<file path="src/rtl/alu_pkg.sv">
package alu_pkg;

  typedef enum logic [1:0] {
    OP_ADD = 2'b00,
    OP_SUB = 2'b01,
    OP_AND = 2'b10,
    OP_OR  = 2'b11
  } aluOp_e;

  // Strobes from the decoder to the datapath
  typedef struct packed {
    logic subtract;     // invert B and inject carry-in of 1
    logic pickSum;      // route adder output to result
    logic pickAnd;      // route AND plane to result
    logic pickOr;       // route OR plane to result
    logic flagsEnable;  // arithmetic op: flags are meaningful
  } aluStrobes_t;

endpackage

</file>
<file path="src/rtl/alu_fa_cell.sv">
module alu_fa_cell (
  input  logic bitA,
  input  logic bitB,
  input  logic carryIn,
  output logic sumBit,
  output logic carryNext
);

  logic halfSum;

  always_comb begin
    halfSum   = bitA ^ bitB;
    sumBit    = halfSum ^ carryIn;
    carryNext = (bitA & bitB) | (halfSum & carryIn);
  end

endmodule

</file>
<file path="src/rtl/alu_ctrl.sv">
module alu_ctrl
  import alu_pkg::*;
(
  input  logic [1:0]  opSel,
  output aluStrobes_t strobes
);

  aluOp_e opCode;

  always_comb begin
    opCode  = aluOp_e'(opSel);
    strobes = '0;
    unique case (opCode)
      OP_ADD: begin
        strobes.pickSum     = 1'b1;
        strobes.flagsEnable = 1'b1;
      end
      OP_SUB: begin
        strobes.subtract    = 1'b1;
        strobes.pickSum     = 1'b1;
        strobes.flagsEnable = 1'b1;
      end
      OP_AND:  strobes.pickAnd = 1'b1;
      OP_OR:   strobes.pickOr  = 1'b1;
      default: strobes = '0;
    endcase
  end

endmodule

</file>
<file path="src/rtl/alu_datapath.sv">
module alu_datapath
  import alu_pkg::*;
#(
  parameter int DATA_W = 32
) (
  input  logic [DATA_W-1:0] opA,
  input  logic [DATA_W-1:0] opB,
  input  aluStrobes_t       strobes,
  output logic [DATA_W-1:0] result,
  output logic              carryOut,
  output logic              ovfUnsigned,
  output logic              ovfSigned
);

  localparam int MSB = DATA_W - 1;

  logic [DATA_W-1:0] bPrepared;
  logic [DATA_W-1:0] sumWord;
  logic [DATA_W-1:0] andWord;
  logic [DATA_W-1:0] orWord;
  logic [DATA_W:0]   carryChain;

  // Conditional inversion of B for subtraction
  assign bPrepared     = opB ^ {DATA_W{strobes.subtract}};
  assign carryChain[0] = strobes.subtract;

  // Ripple chain of full-adder cells
  for (genvar gi = 0; gi < DATA_W; gi++) begin : g_ripple
    alu_fa_cell u_cell (
      .bitA      (opA[gi]),
      .bitB      (bPrepared[gi]),
      .carryIn   (carryChain[gi]),
      .sumBit    (sumWord[gi]),
      .carryNext (carryChain[gi+1])
    );
  end

  // Logic planes, built alongside the adder
  assign andWord = opA & opB;
  assign orWord  = opA | opB;

  // One-hot AND-OR result selector
  always_comb begin
    result = ({DATA_W{strobes.pickSum}} & sumWord)
           | ({DATA_W{strobes.pickAnd}} & andWord)
           | ({DATA_W{strobes.pickOr}}  & orWord);
  end

  // Status flags, forced low for logical operations
  always_comb begin
    carryOut    = strobes.flagsEnable & carryChain[DATA_W];
    ovfUnsigned = strobes.flagsEnable & (carryChain[DATA_W] ^ strobes.subtract);
    ovfSigned   = strobes.flagsEnable & (carryChain[DATA_W] ^ carryChain[MSB]);
  end

endmodule

</file>
<file path="src/rtl/alu_core.sv">
module alu_core
  import alu_pkg::*;
#(
  parameter int DATA_W = 32
) (
  input  logic [DATA_W-1:0] opA,
  input  logic [DATA_W-1:0] opB,
  input  logic [1:0]        opSel,
  output logic [DATA_W-1:0] result,
  output logic              carryOut,
  output logic              ovfUnsigned,
  output logic              ovfSigned
);

  aluStrobes_t strobes;

  alu_ctrl u_ctrl (
    .opSel   (opSel),
    .strobes (strobes)
  );

  alu_datapath #(.DATA_W(DATA_W)) u_dp (
    .opA         (opA),
    .opB         (opB),
    .strobes     (strobes),
    .result      (result),
    .carryOut    (carryOut),
    .ovfUnsigned (ovfUnsigned),
    .ovfSigned   (ovfSigned)
  );

endmodule

</file>
<file path="config.mk">
export PLATFORM = sky130hd
export DESIGN_NAME = alu_core
export DESIGN_NICKNAME = d
export VERILOG_FILES = /design/src/rtl/alu_pkg.sv /design/src/rtl/alu_fa_cell.sv /design/src/rtl/alu_ctrl.sv /design/src/rtl/alu_datapath.sv /design/src/rtl/alu_core.sv
export SDC_FILE = /design/constraint.sdc
export NUM_CORES = 1
export LEC_CHECK = 0
export BUFFER_PORTS_ARGS = -buffer_cell sky130_fd_sc_hd__clkbuf_2
export CORE_MARGIN = 4
export CORE_UTILIZATION = 45
export DETAILED_ROUTE_END_ITERATION = 8
export PLACE_DENSITY_LB_ADDON = 0.12
export REMOVE_ABC_BUFFERS = 1
export SLEW_MARGIN = 20
export SYNTH_ARGS = -nofsm -noshare
export SYNTH_HDL_FRONTEND = slang
export SYNTH_SLANG_ARGS = --single-unit
</file>
<file path="constraint.sdc">
create_clock -name vclk -period 31.4
set_input_delay 1.57 -clock vclk [all_inputs]
set_output_delay 1.57 -clock vclk [all_outputs]
set_load 0.01 [all_outputs]
</file>
# Word level (Yosys, flattened, before mapping)
# Index checks and enable logic that the tools add are counted.
[totals]
word_cells = 182
regBits = 0
[op_classes]
n_reduce_logical = 2
eq_ne = 3
bitwise = 173
mux = 4
[ops]
columns = ["operator", "count"]
rows = [
  ["32-bit AND", 4],
  ["32-bit bitwise OR", 3],
  ["1-bit AND", 67],
  ["1-bit XOR", 66],
  ["1-bit bitwise OR", 32],
  ["32-bit XOR", 1],
  ["2-bit equality test (second input constant)", 2],
  ["1-bit 2-to-1 mux", 4],
  ["2-bit by 1-bit equality test with 1-bit output (second input constant)", 1],
  ["2-bit zero test", 1],
  ["2-bit OR reduction", 1],
]

# Longest topological paths before layout
# Gate-level depths: netlist of run 1.
[depth]
depth_word = 70
depth_mapped = 38

# Cells and area by module
# Synthesis of run 1 repeated with hierarchy kept, for this count alone.
[hier_totals]
hier_cells = 219
hier_area_um2 = 1975.6
[by_module_without_submodules]
columns = ["mod", "cells_per_inst", "n_inst", "area_per_inst_um2", "seq_area_each_um2"]
rows = [
  ["alu_datapath", 182, 1, 1301.2, 0.0],
  ["alu_fa_cell", 1, 32, 20.0, 0.0],
  ["alu_ctrl", 5, 1, 33.8, 0.0],
]

# Worst setup path before layout of run 1
# No wires, ideal clock.
[synth_timing]
path_kind = "input-to-output"
startpoint = "in opSel[1]"
endpoint = "out result[31]"
path_buffers = 2
arrival_time_ns = 15.463
stages = 37
path_slack_ns = 14.367
cell_sequence = "nand2b_2 -> buf_6 -> buf_12 -> xnor2_2 -> fa_1 -> fa_1 -> fa_1 -> fa_1 -> fa_1 -> fa_1 -> fa_1 -> fa_1 -> fa_1 -> fa_1 -> fa_1 -> fa_1 -> fa_1 -> fa_1 -> fa_1 -> fa_1 -> fa_1 -> fa_1 -> fa_1 -> fa_1 -> fa_1 -> fa_1 -> fa_1 -> fa_1 -> fa_1 -> fa_1 -> fa_1 -> fa_1 -> fa_1 -> fa_1 -> fa_1 -> inv_1 -> o22ai_1"
[synth_between]
elab_chain_len = 70
elab_cells_between_ends = 141
[synth_lines]
columns = ["element", "line", "source"]
rows = [
  ["start, declared", "alu_core.sv:8", "input logic [1:0] opSel,"],
  ["2-bit by 1-bit equality test with 1-bit output", "alu_ctrl.sv:13", "unique case (opCode)"],
  ["1-bit 2-to-1 mux", "alu_ctrl.sv:13", ""],
  ["32-bit XOR", "alu_datapath.sv:24", "assign bPrepared = opB ^ {DATA_W{strobes.subtract}};"],
  ["1-bit XOR", "alu_fa_cell.sv:12", "halfSum = bitA ^ bitB;"],
  ["1-bit AND", "alu_fa_cell.sv:14", "carryNext = (bitA & bitB) | (halfSum & carryIn);"],
  ["1-bit bitwise OR", "alu_fa_cell.sv:14", ""],
  ["1-bit AND", "alu_fa_cell.sv:14", ""],
  ["1-bit bitwise OR", "alu_fa_cell.sv:14", ""],
  ["[... 54 more ...]", "n/a", ""],
  ["1-bit AND", "alu_fa_cell.sv:14", ""],
  ["1-bit bitwise OR", "alu_fa_cell.sv:14", ""],
  ["1-bit AND", "alu_fa_cell.sv:14", ""],
  ["1-bit bitwise OR", "alu_fa_cell.sv:14", ""],
  ["1-bit XOR", "alu_fa_cell.sv:13", "sumBit = halfSum ^ carryIn;"],
  ["32-bit AND", "alu_datapath.sv:44", "result = ({DATA_W{strobes.pickSum}} & sumWord)"],
  ["32-bit bitwise OR", "alu_datapath.sv:45", "| ({DATA_W{strobes.pickAnd}} & andWord)"],
  ["32-bit bitwise OR (*)", "alu_datapath.sv:46", "| ({DATA_W{strobes.pickOr}} & orWord);"],
  ["end, declared", "alu_core.sv:9", "output logic [DATA_W-1:0] result,"],
]
# Mark *: on every way between the ends. The rest lies on a longest branch, timed or not.

# Worst setup path in the final report of run 1
[layout_timing]
startpoint = "in opSel[1]"
endpoint = "out ovfUnsigned"
[layout_between]
elab_chain_len = 70
elab_cells_between_ends = 136
[layout_lines]
columns = ["element", "line", "source"]
rows = [
  ["2-bit by 1-bit equality test with 1-bit output", "alu_ctrl.sv:13", ""],
  ["1-bit 2-to-1 mux", "alu_ctrl.sv:13", ""],
  ["32-bit XOR", "alu_datapath.sv:24", ""],
  ["1-bit XOR", "alu_fa_cell.sv:12", ""],
  ["1-bit AND", "alu_fa_cell.sv:14", ""],
  ["1-bit bitwise OR", "alu_fa_cell.sv:14", ""],
  ["1-bit AND", "alu_fa_cell.sv:14", ""],
  ["1-bit bitwise OR", "alu_fa_cell.sv:14", ""],
  ["[... 54 more ...]", "n/a", ""],
  ["1-bit AND", "alu_fa_cell.sv:14", ""],
  ["1-bit bitwise OR", "alu_fa_cell.sv:14", ""],
  ["1-bit AND", "alu_fa_cell.sv:14", ""],
  ["1-bit bitwise OR", "alu_fa_cell.sv:14", ""],
  ["1-bit AND", "alu_fa_cell.sv:14", ""],
  ["1-bit bitwise OR", "alu_fa_cell.sv:14", ""],
  ["1-bit XOR", "alu_datapath.sv:52", "ovfUnsigned = strobes.flagsEnable & (carryChain[DATA_W] ^ strobes.subtract);"],
  ["1-bit AND (*)", "alu_datapath.sv:52", ""],
  ["end, declared", "alu_core.sv:11", "output logic ovfUnsigned,"],
]
# Marks and branches as above.

==> impl_metrics.toml, run 1 <==
[detailed_routing]
dr.pass1.iters = 4
wl_per_cell_um = 12.0
ant_nets = 0
totalWireLength_um = 4270
via_count = 1818
viasPerCell = 5.12
drt-initial-drc-count = 17
drc = 0

[yosys]
yosysTopAreaCellShare = 0.313
synth_cell_types = 20
synth_warnings = 0
synth_cells = 220
synthXorXnorAreaFrac = 0.255
synth.largest_area_cell = "fa_1"
synthTopCellsByArea = "fa_1 (31%), xnor2_2 (24%), o22ai_1 (9.8%), a21oi_1 (7.8%), o21ai_0 (7.8%)"
synth_area_um2 = 1990
synth_mux_area_frac = 0
synthAdderAreaFrac = 0.325
synth_compound_area_frac = 0.263
synth_top_family_by_area = "adder cells"
avgSynthCellArea_um2 = 9.03
synth_simple_gate_area_share = 0.0214
synth-seq-area-share = 0

[timing]
slew_viol_final = 0
setup_viol_count_final = 0
worstMarginPinSlew_ps = 825
fin_tns_setup_ps = 0
rsz0062_at_grt = "no"
relSlewSlack = 0.450
fmax_mhz = 54.4
worst_slack_ps = 13020
hold_ws_ps = 3550
hold_viol_final = 0
fin_crit_ps = 18380
finalCritPeriodShare = 0.585

[die]
die_h_um = 74.4
io_pins = 101
start_util = 0.479
rows = 23
core_um2 = 4140
die_w_um = 74.4
design.die.area_um2 = 5540

[worst_setup_path]
critPathKind = "primary input to output port"
worstPathRequired_ps = 29830
cp_max_fo = 68
path_delay_family = "adder cells"
cp-startpoint = "opSel[1]"
slowest_stage = "nand2b_4"
cpPeakStageDelay_ps = 760
path_buf_inv = 3
crit_arrival_ps = 16810
cp-end-kind = "output port"
crit_top_cell = "fa_1"
worstSetupStartpointType = "primary input"

[place]
portBuffers = 101
gp_congestion = 0.853
placed_cells = 355
post-dp-hpwl_um = 3580
pre_cts_ws_ps = 12890

[layout]
final_cells = 355
final_layout_size_suffix_gt1_frac = 0.446
antenna_cells = 0
area_growth_pct = 22.3
regArea_um2 = 0
multi_input_area_um2 = 1720
nFlopsAndLatches = 0
clock_buffers = 0
fillCellCount = 404
nets = 406

[global_route]
grt_usage = 0.153
grt_pass1_wl_um = 7040
grt_pass1_vias = 1696
overflow = 0
grt_max_degree = 69
antenna_found_initial = 0

[power]
leakagePower_nw = 1.26
peakVddDrop_uv = 12.1
p_per_area_nw_per_um2 = 23.7

[hold_path]
min-delay-path-class = "primary input to output port"
min_from = "opB[15]"

[clock_tree]
postCtsSetupBuffers = 0
cts_resized = 0
cts_hold_buf = 0

[run]
drv_cap = 0

[outcome]
status = "complete, no violations"
[worst paths after layout]
path          end  cells past startpoint
min    result[15]                      4
max   ovfUnsigned                     38
[worst min-delay path, stage by stage]
cell and delay (ps):
clkbuf_2 100, a21oi_1 40, o22ai_1 120, clkbuf_2 150
[cells in the mapped netlist]
cell type and count:
buf_12 3, o22ai_1 31, clkbuf_1 4, buf_4 1
nand2b_2 1, nor2_1 2, nand2_1 2, or2_2 1
o21ai_2 1, fa_1 31, nor2b_1 2, xnor2_1 4
inv_1 33, a21oi_1 31, a31o_2 1, o21ai_0 31
buf_6 2, ha_1 2, xnor2_2 29, buf_2 8
[per-stage QoR]
| stage | instance area [um2] | total power (W) | util |
|---|---|---|---|
| CTS | 2430 | 0.0000588 | 0.586 |
| finish | 2430 | 0.0000576 | 0.586 |
| floorplan | 1840 | 0.0000362 | - |
| detailed placement | 2430 | 0.0000586 | 0.586 |
| global placement | 2430 | 0.0000578 | 0.586 |
| global route | 2430 | 0.0000665 | 0.586 |
[where the power goes]
| group | leakage [nW] | total (W) | switching, W | internal [W] |
|---|---|---|---|---|
| combinational | 1.26 | 0.0000576 | 0.0000305 | 0.0000271 |
| clock | 0 | 0 | 0 | 0 |
| sequential | 0 | 0 | 0 | 0 |
| total | 1.26 | 0.0000576 | 0.0000305 | 0.0000271 |
[cells by family (layout without fill, tap and decap cells)]
family          after synthesis  count (layout)
xor+xnor                     33              33
compound gates               95              95
simple gates                  8               8
fa+ha+maj                    33              33
buf+inv                      51             136
[layout make-up]
cell class,instances,area share
inverter,33,0.0510
multi-input combinational,169,0.709
tap,50,0.0258
timing repair buffer,103,0.214
[cell usage in the layout, fill, tap and decap left out]
cell type	count
a21oi_1	31
a31o_2	1
buf_4	2
clkbuf_2	101
fa_1	31
ha_1	2
inv_1	33
nand2_1	2
nand2b_4	1
nor2_1	2
nor2b_1	2
o21ai_0	31
o21ai_2	1
o22ai_1	31
or2_2	1
xnor2_1	4
xnor2_2	29
[metal layers]
| layer | track usage | vias to the layer above | share of wire |
|---|---|---|---|
| met5 | 0 | - | 0 |
| met4 | 0 | 0 | 0 |
| met3 | 0.0135 | 0 | 0.080 |
| met2 | 0.297 | 54 | 0.52 |
| met1 | 0.196 | 843 | 0.40 |
| li1 | - | 921 | - |
Power figures use the tool's default switching activity.
==> inputs of run 2 (changes only) <==
CORE_UTILIZATION = 44   (was 45)
clock period = 16.8 ns   (was 31.4 ns; I/O delays follow)
==> run 2 against run 1 <==
Compared with the run above: first-iteration DRC count rose to 2.9 times the previous value; global-route usage shrank 0.70 points; total power grew 86%; cell count up 0.85%; flip-flop and latch count unchanged; largest cell class unchanged; largest power group unchanged; highest routed layer unchanged.
==> impl_metrics.toml, run 2 (synthesis gave the netlist of run 1 again) <==
[outcome]
status = "complete, no violations"

[place]
pre_cts_ws_ps = 984
portBuffers = 101
dpl_cell_area_um2 = 2440
gp_congestion = 0.782
post-dp-hpwl_um = 3450

[die]
start_util = 0.456
die_w_um = 75.2
io_pins = 101
die_h_um = 75.2
rows = 24
design.die.area_um2 = 5650
core_um2 = 4350

[layout]
post-route-util = 0.560
mostFrequentLayoutCells = "clkbuf_2 (101), inv_1 (33)"
clock_buffers = 0
fin_area_um2 = 2440
nFlopsAndLatches = 0
final_layout_size_suffix_gt1_frac = 0.448
mostFrequentLayoutCell = "clkbuf_2"
nets = 407
antenna_cells = 0
area_growth_pct = 22.8
regArea_um2 = 0

[worst_setup_path]
worstSetupStartpointType = "primary input"
crit_top_cell = "fa_1"
cpPeakStageDelay_ps = 450
critPathKind = "primary input to output port"
worstPathRequired_ps = 15960
cp_max_fo = 4
slowest_stage = "fa_1"
crit_arrival_ps = 14870
cp-end-kind = "output port"

[detailed_routing]
drc = 0
wl_per_cell_um = 11.9
ant_nets = 0
viasPerCell = 5.09
via_count = 1823
totalWireLength_um = 4250
dr.pass1.iters = 4
drt-initial-drc-count = 49

[timing]
worstMarginPinSlew_ps = 726
hold_viol_final = 0
setup_viol_count_final = 0
worst_slack_ps = 1090
fmax_mhz = 63.7
relSlewSlack = 0.516
slew_viol_final = 0
finalCritPeriodShare = 0.935
fin_tns_setup_ps = 0
fin_crit_ps = 15710
rsz0062_at_grt = "no"

[hold_path]
min_from = "opB[18]"
whs_endpoint = "result[18]"
hold_depth = 4
min-delay-path-class = "primary input to output port"

[global_route]
grt_usage = 0.146
use_met1 = 0.206
met3_usage = 0.0107
antenna_found_initial = 0
top_usage_layer = "met2"
use_met2 = 0.263
grt_pass1_vias = 1635
overflow = 0
grt_max_degree = 68
grt_pass1_wl_um = 6870

[power]
leakagePower_nw = 1.27
p_per_area_nw_per_um2 = 43.8
peakVddDrop_uv = 19.9

[clock_tree]
postCtsSetupBuffers = 0
cts_hold_buf = 0
cts_resized = 0

[run]
drv_cap = 0
[run 2: changes by cell type in the layout (fill, tap and decap cells not counted)]
| cell | delta |
|---|---|
| buf_4 | +1 |
[run 2: per-stage QoR]
step	hold WS (ps)	total power [W]	instances
3_5_place_dp	2090	0.000109	358
3_3_place_gp	2090	0.000108	358
2_1_floorplan	1730	0.0000676	202
5_1_grt	2100	0.000122	358
4_1_cts	2090	0.000109	358
6_report	2100	0.000107	358
[run 2: critical path: cells and delay by family]
family / cells / cell delay, ps
xor+xnor: 2 / 300
buf+inv: 2 / 230
simple gates: 2 / 270
fa+ha+maj: 31 / 13230
[run 2: report_power, final]
group	leakage (nW)	switching, W	internal, W
logic	1.27	0.0000566	0.0000503
clock network	0	0	0
registers	0	0	0
total	1.27	0.0000566	0.0000503
[run 2: layer usage]
metal  vias to the layer above  wire length, um
met3                         0              315
li1                        928                -
met2                        56             2010
met5                         -                0
met4                         0                0
met1                       839             1920
[run 2: final cells by class]
cell class / count / area, um2
inverters: 33 / 124
multi-input cells: 169 / 1720
fillers: 420 / 1920
repair buffers: 104 / 528
well taps: 52 / 65.1
[run 2: worst max path at each step]
| stage | endpoint | startpoint | slack [ps] | cells past startpoint |
|---|---|---|---|---|
| after floorplan | result[31] | opSel[1] | 560 | 35 |
| after global placement | result[31] | opSel[1] | 1060 | 37 |
| after detailed placement | ovfUnsigned | opSel[1] | 980 | 37 |
| after CTS | ovfUnsigned | opSel[1] | 920 | 37 |
| after global routing | ovfUnsigned | opSel[1] | 430 | 37 |
| final | ovfUnsigned | opSel[1] | 1090 | 37 |
==> inputs of run 3 (changes only) <==
BUFFER_PORTS_ARGS = default   (was -buffer_cell sky130_fd_sc_hd__clkbuf_2)
CORE_UTILIZATION = 45   (was 44)
DONT_BUFFER_PORTS = 1   (was default)
clock period = 14.6 ns   (was 16.8 ns; I/O delays follow)
==> run 3 against run 2 <==
Compared with the run above: setup slack worse by 650 ps; critical path depth fell by 2; total power fell by 11%; sequential share of layout area unchanged; wire length down 1.1%; combinational power fell by 11%; cell count fell by 29%; die area fell by 2.0%; non-clock buffer count down 101; first-iteration DRC count is 4.1% higher; core utilization decreased by 7.8 points.
==> impl_metrics.toml, run 3 (synthesis gave the netlist of run 1 again) <==
[place]
pre_cts_ws_ps = -1020
portBuffers = 0
gp_congestion = 0.776
post-dp-hpwl_um = 3340

[power]
p_clk_frac = 0
leakagePower_nw = 0.826
internal_power_w = 0.0000453
p_per_area_nw_per_um2 = 47.5
p_switching_w = 0.0000498
peakVddDrop_uv = 20.8
total_power_w = 0.0000951
p_comb_frac = 1.000
p_seq_frac = 0
swShare = 0.524

[worst_setup_path]
critPathKind = "primary input to output port"
cpPeakStageDelay_ps = 530
slowest_stage = "fa_2"
cp-end-kind = "output port"
worstSetupStartpointType = "primary input"
worstPathRequired_ps = 13870
path_buf_inv = 1
crit_top_cell = "fa_2"
cp_max_fo = 68
crit_arrival_ps = 13430
cp-startpoint = "opSel[1]"
path_delay_family = "adder cells"

[layout]
final_layout_size_suffix_gt1_frac = 0.302
mostFrequentLayoutCells = "inv_1 (33), a21oi_1 (31), o21ai_0 (31)"
area_growth_pct = 0.693
nets = 306
clock_buffers = 0
antenna_cells = 0
mostFrequentLayoutCell = "inv_1"
regArea_um2 = 0
nFlopsAndLatches = 0

[timing]
worst_slack_ps = 442
hold_ws_ps = 1530
fin_crit_ps = 14160
worstMarginPinSlew_ps = 700
relSlewSlack = 0.533
fin_tns_setup_ps = 0
fmax_mhz = 70.6
finalCritPeriodShare = 0.970
setup_viol_count_final = 0
slew_viol_final = 0
hold_viol_final = 0
rsz0062_at_grt = "no"

[global_route]
overflow = 0
grt_max_degree = 69
grt_usage = 0.145
antenna_found_initial = 0
grt_pass1_vias = 1535
grt_pass1_wl_um = 6600

[detailed_routing]
viasPerCell = 5.76
totalWireLength_um = 4200
drc = 0
wl_per_cell_um = 16.5
dr.pass1.iters = 4
via_count = 1470
ant_nets = 0
drt-initial-drc-count = 51

[die]
design.die.area_um2 = 5540
rows = 23
die_w_um = 74.4
core_um2 = 4140
start_util = 0.479
io_pins = 101
die_h_um = 74.4

[clock_tree]
cts_hold_buf = 0

[run]
drv_cap = 0

[hold_path]
min-delay-path-class = "primary input to output port"
min_from = "opSel[1]"

[outcome]
status = "complete, no violations"
==> run 3: through the flow <==
step	cell area (um2)	util	cells
2_1_floorplan	1840	-	202
3_3_place_gp	1920	0.464	254
3_5_place_dp	1920	0.464	254
4_1_cts	1980	0.479	255
5_1_grt	2000	0.482	255
6_report	2000	0.482	255
==> run 3: path summary, 6_finish.rpt <==
path | end | cells after the start
setup / recovery | result[31] | 35
hold / removal | ovfUnsigned | 1
==> run 3: power by group through the flow <==
stage | sequential [W] | clock (W) | combinational, W
2_1_floorplan | 0 | 0 | 0.0000778
3_3_place_gp | 0 | 0 | 0.0000880
3_5_place_dp | 0 | 0 | 0.0000918
4_1_cts | 0 | 0 | 0.0000963
5_1_grt | 0 | 0 | 0.000109
6_report | 0 | 0 | 0.0000951
==> run 3: routing by layer <==
layer	track usage	vias to the layer above	routed length, um
met3	0.0203	2	385
met2	0.305	63	2390
met5	0	-	0
met4	0	0	7
li1	-	720	-
met1	0.161	685	1420
==> run 3: what timing repair did <==
| action | CTS | global route |
|---|---|---|
| pin swaps | 2 | 0 |
| setup endpoints to repair | 6 | 5 |
| buffers inserted | 1 | 0 |
| endpoints found under the hold margin | 0 | 0 |
| cloned | 0 | 0 |
| resized for setup | 20 | 6 |
==> run 3: area by class of cell <==
cell class	count	area (um2)
fill	401	2140
inverter	33	124
timing repair buffer	3	22.5
tap	50	62.6
multi-input combinational	169	1790
